===== config.mk =====
export PLATFORM = sky130hd
export DESIGN_NAME = wfa_arbiter
export DESIGN_NICKNAME = d
export VERILOG_FILES = /design/src/rtl/wfa_pkg.sv /design/src/rtl/wfa_rotor.sv /design/src/rtl/wfa_wave.sv /design/src/rtl/wfa_array.sv /design/src/rtl/wfa_arbiter.sv
export SDC_FILE = /design/constraint.sdc
export NUM_CORES = 1
export LEC_CHECK = 0
export BUFFER_PORTS_ARGS = -buffer_cell sky130_fd_sc_hd__buf_4
export CAP_MARGIN = 20
export CORE_ASPECT_RATIO = 0.8
export CORE_UTILIZATION = 54
export DETAILED_ROUTE_END_ITERATION = 10
export PLACE_DENSITY_LB_ADDON = 0.05
export REMOVE_ABC_BUFFERS = 1
export SYNTH_ARGS = -nofsm -noshare
export SYNTH_HDL_FRONTEND = slang
export SYNTH_SLANG_ARGS = --single-unit

===== constraint.sdc =====
create_clock -name clk -period 4.8 [get_ports clk]
set_clock_uncertainty 0.2 [all_clocks]
set_input_delay 0.96 -clock clk [delete_from_list [all_inputs] [get_ports clk]]
set_output_delay 0.96 -clock clk [all_outputs]
set_load 0.1 [all_outputs]

===== src/rtl/wfa_pkg.sv =====
package wfa_pkg;

    // Column of the cell in row `row` that lies on wavefront `wave`
    // when diagonal `lead` is served first.
    function automatic int unsigned diag_col(
        input int unsigned lead,
        input int unsigned wave,
        input int unsigned row,
        input int unsigned n
    );
        return (lead + wave + n - row) % n;
    endfunction

    function automatic int unsigned idx_width(input int unsigned n);
        return (n > 1) ? $clog2(n) : 1;
    endfunction

endpackage


===== src/rtl/wfa_rotor.sv =====
module wfa_rotor #(
    parameter int N  = 4,
    parameter int IW = 2
) (
    input  logic          clk,
    input  logic          rst_n,
    output logic [IW-1:0] lead
);

    localparam logic [IW-1:0] LAST = IW'(N - 1);

    always_ff @(posedge clk or negedge rst_n) begin
        if (!rst_n) begin
            lead <= '0;
        end else if (lead == LAST) begin
            lead <= '0;
        end else begin
            lead <= lead + 1'b1;
        end
    end

endmodule


===== src/rtl/wfa_wave.sv =====
module wfa_wave #(
    parameter int N  = 4,
    parameter int K  = 0,
    parameter int IW = 2
) (
    input  logic [IW-1:0]  lead,
    input  logic [N*N-1:0] req,
    input  logic [N-1:0]   row_open_i,
    input  logic [N-1:0]   col_open_i,
    output logic [N*N-1:0] grant_o,
    output logic [N-1:0]   row_open_o,
    output logic [N-1:0]   col_open_o
);

    always_comb begin
        grant_o    = '0;
        row_open_o = row_open_i;
        col_open_o = col_open_i;
        for (int i = 0; i < N; i++) begin
            int unsigned c;
            c = wfa_pkg::diag_col(int'(lead), K, i, N);
            if (req[i*N + c] && row_open_i[i] && col_open_i[c]) begin
                grant_o[i*N + c] = 1'b1;
                row_open_o[i]    = 1'b0;
                col_open_o[c]    = 1'b0;
            end
        end
    end

endmodule


===== src/rtl/wfa_array.sv =====
module wfa_array #(
    parameter int N  = 4,
    parameter int IW = 2
) (
    input  logic [IW-1:0]  lead,
    input  logic [N*N-1:0] req,
    output logic [N*N-1:0] match
);

    logic [N-1:0]   row_open [0:N];
    logic [N-1:0]   col_open [0:N];
    logic [N*N-1:0] part     [0:N-1];

    assign row_open[0] = '1;
    assign col_open[0] = '1;

    for (genvar k = 0; k < N; k++) begin : g_wave
        wfa_wave #(
            .N  (N),
            .K  (k),
            .IW (IW)
        ) u_wave (
            .lead       (lead),
            .req        (req),
            .row_open_i (row_open[k]),
            .col_open_i (col_open[k]),
            .grant_o    (part[k]),
            .row_open_o (row_open[k+1]),
            .col_open_o (col_open[k+1])
        );
    end

    always_comb begin
        match = '0;
        for (int k = 0; k < N; k++) begin
            match = match | part[k];
        end
    end

endmodule


===== src/rtl/wfa_arbiter.sv =====
module wfa_arbiter #(
    parameter int N = 4
) (
    input  logic           clk,
    input  logic           rst_n,
    input  logic [N*N-1:0] req,
    output logic [N*N-1:0] grant
);

    localparam int IW = wfa_pkg::idx_width(N);

    logic [IW-1:0]  lead_q;
    logic [N*N-1:0] match_d;

    wfa_rotor #(
        .N  (N),
        .IW (IW)
    ) u_rotor (
        .clk   (clk),
        .rst_n (rst_n),
        .lead  (lead_q)
    );

    wfa_array #(
        .N  (N),
        .IW (IW)
    ) u_array (
        .lead  (lead_q),
        .req   (req),
        .match (match_d)
    );

    always_ff @(posedge clk or negedge rst_n) begin
        if (!rst_n) begin
            grant <= '0;
        end else begin
            grant <= match_d;
        end
    end

endmodule


==> run summary, run 1 <==
Synth cell types -> 83
Clock network power share -> 0.223
Gr ovfl total -> 0
Yosys warns -> 0
Crit-path slowest cell -> dfrtp_1
# hold bufs at CTS -> 0
Slew @ Worst Pin -> 0.601 ns
Placed Cells -> 442
Clk_lat worst skew -> 0.24 ns
Final setup fails -> 0
Fin crit share -> 1.00
Worst EP arrival -> 4.76 ns
# Max-Cap Violations -> 0
IO Count -> 34
CP Cell Sequence -> inv_1, ha_1, buf_12, mux2i_4, o22a_1, nand4_1, buf_4, a22oi_2, buf_4, nand3_1, nor4bb_2, or3_1, o311a_2, and2_4, a221oi_4, a2bb2oi_2, o22a_1, o2111ai_2
Area grow syn2layout -> 32.8%
Synth Area per Inst -> 8.75 um^2
Slew headroom -> 0.596
GPL Wtd Cong -> 1.10
Core box area -> 4650 um^2
Die ar. -> 5200 um^2
Dpl hpwl -> 7.84 mm
Root Driver -> clkbuf_8
# DRC -> 0
Sw power -> 0.160 mW
CTS tree -> built
Nets@finish -> 414
Ant diodes -> 0
Row cnt -> 22
Final core occ -> 0.757
Yosys top cell area share -> 0.170
Total wire length -> 9.98 mm
Global-route wire length before repair -> 14.8 mm
Async S/R FF share, synth -> 1.00
Logic pwr share -> 0.418
#FFs+latches synth -> 18
Sw frac -> 0.362
Top Family by Delay on Critical Path -> compound AO/OA/AOI/OAI gates
Initial drt markers -> 330
Finished Layout Cells -> 446
CTS Buf Count -> 3
Top_reg_cell synth -> dfrtp_1
Total GRT Usage -> 0.388
Vias -> 3126
Avg WL per Cell -> 22.4 um
Req. time, crit path -> 4.76 ns
Buf+Inv Stages, Crit Path -> 4
Die span in y -> 64.7 um
Die span in x -> 80.3 um
Sequential share of power -> 0.360
Number of global-route vias before repair -> 2711
Status -> complete, no violations
H-Tree Depth -> 1
Critical path class -> flip-flop to flip-flop
PwrDens -> 125 nW/um^2
Initial core utilization -> 0.570
Pint -> 0.282 mW
Port buffer count -> 33
Drt pass-1 iters -> 6
Achievable frequency -> 208 MHz
CP max stage delay -> 0.39 ns
Peak VDD IR -> 0.000198 V
Synth cell count leaders -> 39 x nand2_1, 23 x nor2_1, 18 x dfrtp_1, 18 x nand3_1, 12 x inv_1
Fraction of layout cells with a size suffix above 1 -> 0.412
Sink Count -> 18
Post-route ant nets -> 0
Seq/Total Area, Yosys -> 0.170
Leakage -> 1.53 nW
Number of antenna violations at the first check in global routing -> 0
Final Hold Fails -> 0
Clk slew on worst S/H paths -> 0.06 ns
Largest cells by area after synthesis -> dfrtp_1 17%, nand2_1 5.5%, mux4_2 5.1%
Tmin final -> 4.80 ns
Top-count cell post-synth -> nand2_1
Synth Instances -> 303
Post-Syn Area -> 2650 um^2
Crit end category -> flip-flop
Post-synth EDFFs -> 0
CTS max path bufs -> 2
Max-slew violations -> 0
Vias per std cell -> 7.01
CP Launch Type -> flip-flop
Cell taking the most area after synthesis -> dfrtp_1
Largest net degree at the start of global routing -> 38
Min-delay worst type -> input pin to async pin
Crit-path max FO -> 11
[worst paths after layout]
path | start | endpoint | slack (ns) | cells after the start
min in group clk | u_rotor.lead[0] | u_rotor.lead[0] | 0.63 | 2
hold / removal | rst_n | grant[8] | 0.36 | 1
hold reg to reg | u_rotor.lead[0] | u_rotor.lead[0] | 0.63 | 2
setup / recovery | u_rotor.lead[1] | grant[9] | 0.001 | 18
max in group asynchronous | rst_n | grant[5] | 3.85 | 1
setup reg to reg | u_rotor.lead[1] | grant[9] | 0.001 | 18
[timing repair]
| action | in CTS | in global routing |
|---|---|---|
| setup endpoints to repair | 0 | 16 |
| resized for setup | 0 | 19 |
| setup buffers | 0 | 1 |
| hold endpoints to repair | 0 | 0 |
[power by group through the flow]
stage | clock (mW) | sequential, mW | combinational (mW)
6_report | 0.0983 | 0.159 | 0.184
5_1_grt | 0.110 | 0.159 | 0.192
4_1_cts | 0.101 | 0.159 | 0.175
3_5_place_dp | 0 | 0.162 | 0.174
3_3_place_gp | 0 | 0.161 | 0.172
2_1_floorplan | 0 | 0.202 | 0.0664
[per-layer routing]
layer / part of all wire / vias to the layer above / track usage
met2: 0.44 / 267 / 0.566
met5: 0 / - / 0
met4: 0.035 / 0 / 0.156
li1: - / 1368 / -
met3: 0.13 / 44 / 0.0873
met1: 0.40 / 1447 / 0.547
[through the flow]
stage / TNS, ns / hold slack, ns / instance area (um^2) / power [mW] / setup slack [ns]
2_1_floorplan: -17.75 / 0.464 / 2550 / 0.269 / -1.18
3_3_place_gp: -0.0601 / 0.596 / 3360 / 0.334 / -0.0276
3_5_place_dp: -0.582 / 0.611 / 3360 / 0.336 / -0.0917
4_1_cts: 0 / 0.366 / 3400 / 0.434 / 0.0167
5_1_grt: -0.889 / 0.372 / 3520 / 0.462 / -0.106
6_report: 0 / 0.364 / 3520 / 0.441 / 0.00103
[cell usage in the layout (no fill, tap or decap), drive strengths merged, types with 3 or more instances in the layout]
cell	instances
a211oi	6
nand3	18
nand4	3
dfrtp	18
inv	12
nor4	3
a221oi	3
a21oi	7
a32o	5
ha	8
nand3b	3
nor2	23
o31ai	5
o22ai	9
mux2	4
a221o	7
mux4	6
a22o	4
clkbuf	3
nand2	40
nand2b	3
nor2b	3
o21ai	13
nor3	9
a32oi	4
and3	4
or3	5
and2	4
o22a	6
buf	97
a22oi	3
o2111ai	4
mux2i	10
[cell families (layout without fill, tap and decap cells)]
logic type                 after synthesis  in the layout  share of synthesized area
muxes                                   20             20                      0.118
and+or+nand+nor                        128            128                      0.271
buffers and inverters                   29            112                     0.0557
DFF                                     18             18                      0.170
AOI/OAI and AO/OA                      100            100                      0.348
adders and majority gates                8              8                     0.0378
[state kept, by name, summed over array words and instances, names as in the netlist]
signal and flops:
grant 16, u_rotor.lead 2
[cell type report]
type                            instances  area (um^2)
Multi-Input combinational cell        256         2170
Tap cell                               60         75.1
Timing Repair Buffer                   97          741
Fill cell                             362         1130
Clock buffer                            3         41.3
Sequential cell                        18          450
Inverter                               12         45.0
Power figures use the tool's default switching activity.
==> inputs of run 2 (changes only) <==
GPL_TIMING_DRIVEN = 0   (was unset)
REMOVE_ABC_BUFFERS = unset   (was 1)
SYNTH_HIERARCHICAL = 1   (was unset)
==> run 2 against run 1 <==
Compared with the run above: the run now ends with negative setup slack left; sequential power barely moved; clock power rose by 19%; via count fell by 3.7%; die area rose by 5.2%; total power rose by 6.1%; cell area rose by 16%; final cell count rose by 6.5%; register-to-register slack got worse by 0.37 ns; synthesized cell count fell by 2.3%; worst setup slack got worse by 0.41 ns; hold slack improved by 0.0066 ns; global-route usage fell by 0.84 points; highest routed layer unchanged.
==> run summary, run 2 <==
PwrDens -> 115 nW/um^2
Nets@finish -> 458
Ant diodes -> 0
# DRC -> 0
Die span in x -> 82.4 um
Dpl hpwl -> 6.79 mm
Final WS setup -> -0.413 ns
Vias per std cell -> 6.34
Clk_lat worst skew -> 0.24 ns
Row cnt -> 23
Tmin final -> 5.21 ns
Fillers -> 350
Drt pass-1 iters -> 4
Commonest cells after routing, fill and taps aside -> 67 x buf_4, 37 x conb_1, 25 x ha_1
Crit end category -> flip-flop
Leakage -> 1.98 nW
Initial core utilization -> 0.558
Min-delay worst type -> input pin to async pin
Failing checks -> negative setup slack
Total GRT Usage -> 0.379
Achievable frequency -> 192 MHz
Total wire length -> 10.4 mm
CTS tree -> built
CP Launch Type -> input pin
Crit-path max FO -> 6
Req. time, crit path -> 4.72 ns
Unrepaired setup endpoints after global routing -> yes
Peak VDD IR -> 0.000205 V
Biggest register -> grant
# Max-Cap Violations -> 0
Avg WL per Cell -> 21.8 um
Setup crit start -> req[1]
Initial drt markers -> 196
Vias -> 3011
Area grow syn2layout -> 46.3%
Sink Count -> 18
IO Count -> 34
Most common cell after layout, fill and taps aside -> buf_4
Die span in y -> 66.3 um
Fin crit share -> 1.09
Status -> complete, but fails checks
CTS Buf Count -> 3
# hold bufs at CTS -> 0
Core box area -> 5010 um^2
Yosys warns -> 6
Multi-input logic area -> 2730 um^2
Gr ovfl total -> 0
Placed Cells -> 427
Clk slew on worst S/H paths -> 0.06 ns
Number of global-route vias before repair -> 2846
Global-route wire length before repair -> 15.2 mm
Largest net degree at the start of global routing -> 23
Crit-path slowest cell -> or4_4
R2R Path End -> grant[9]
Critical path class -> input pin to flip-flop
Post-route ant nets -> 0
Setup tns final -> -5.65 ns
R2r startpoint -> u_rotor/lead[0]
Final Hold Fails -> 0
Finished Layout Cells -> 475
Worst reg2reg path depth -> 21
Hold_ws -> 0.370 ns
Top cell by count, worst path -> buf_6
Number of antenna violations at the first check in global routing -> 0
Flop2flop setup slack -> -0.37 ns
Synth Area per Inst -> 9.44 um^2
Post-Syn Area -> 2790 um^2
CTS max path bufs -> 2
Final setup fails -> 16
CP max stage delay -> 0.47 ns
Synth Instances -> 296
Max FFs per register -> 16
Port buffer count -> 33
Root Driver -> clkbuf_8
H-Tree Depth -> 1
Worst EP arrival -> 5.13 ns
CP Cell Sequence -> buf_8, nand4b_1, a41oi_4, buf_6, a21boi_2, nor4b_4, and4b_2, o41ai_4, buf_6, o21ai_2, nor4_4, nand4b_1, a41oi_4, nand2_1, o2111a_2, buf_6, nand4_1, nand4_4, and3_4, or4_4
Die ar. -> 5470 um^2
Storage element area -> 458 um^2
Largest regs -> grant: 16 flops, u_rotor/lead: 2 flops
Fraction of layout cells with a size suffix above 1 -> 0.460
Max-slew violations -> 0
GPL Wtd Cong -> 1.00
run 2: stage by stage:
step	setup slack, ns	util	area (um^2)	power [mW]
finish	-0.413	0.816	4090	0.468
floorplan	0.000154	-	3000	0.256
CTS	-0.184	0.798	4000	0.458
global route	-0.492	0.816	4090	0.488
global placement	-1.11	0.663	3320	0.305
detailed placement	-1.22	0.663	3320	0.306
run 2: worst max-delay path, delay by kind of cell:
family	cells	cell delay, ns
compound gates	6	1.42
buf+inv	4	0.55
simple gates	10	2.20
run 2: how the worst max path moves through the flow:
stage,to,depth (start not counted),slack (ns)
2_1_floorplan,grant[4],20,0.0002
3_3_place_gp,grant[4],18,-1.11
5_1_grt,grant[0],20,-0.49
4_1_cts,grant[4],20,-0.18
3_5_place_dp,grant[4],19,-1.22
6_report,grant[9],20,-0.41
run 2: layer usage:
layer | vias to the layer above | GRT usage | wire (um) | part of all wire
li1 | 1366 | - | - | -
met1 | 1432 | 0.488 | 4160 | 0.40
met2 | 178 | 0.629 | 4790 | 0.46
met3 | 35 | 0.0717 | 1020 | 0.098
met4 | 0 | 0.123 | 385 | 0.037
met5 | - | 0 | 0 | 0
run 2: where the power goes:
part	leakage (nW)	total (mW)	internal (mW)	switching [mW]
Sequential	0.241	0.157	0.156	0.00134
Combinational	1.71	0.194	0.0744	0.120
Clock	0.0288	0.117	0.0726	0.0441
run 2: what timing repair did:
action                                  CTS  global route
gates resized for setup                  57            15
hold endpoints to repair                  0             0
endpoints found under the setup margin   16            16
cloned                                    0             0
pin swaps                                43            13
setup buffers                            43             4
run 2: layout make-up:
class                   count  share of cell area
repair buffers             77               0.153
clock buffers               4              0.0135
plain buffers               4              0.0110
multi-input cells         284               0.667
inverters                  26              0.0245
flip-flops and latches     18               0.112
well taps                  62              0.0190
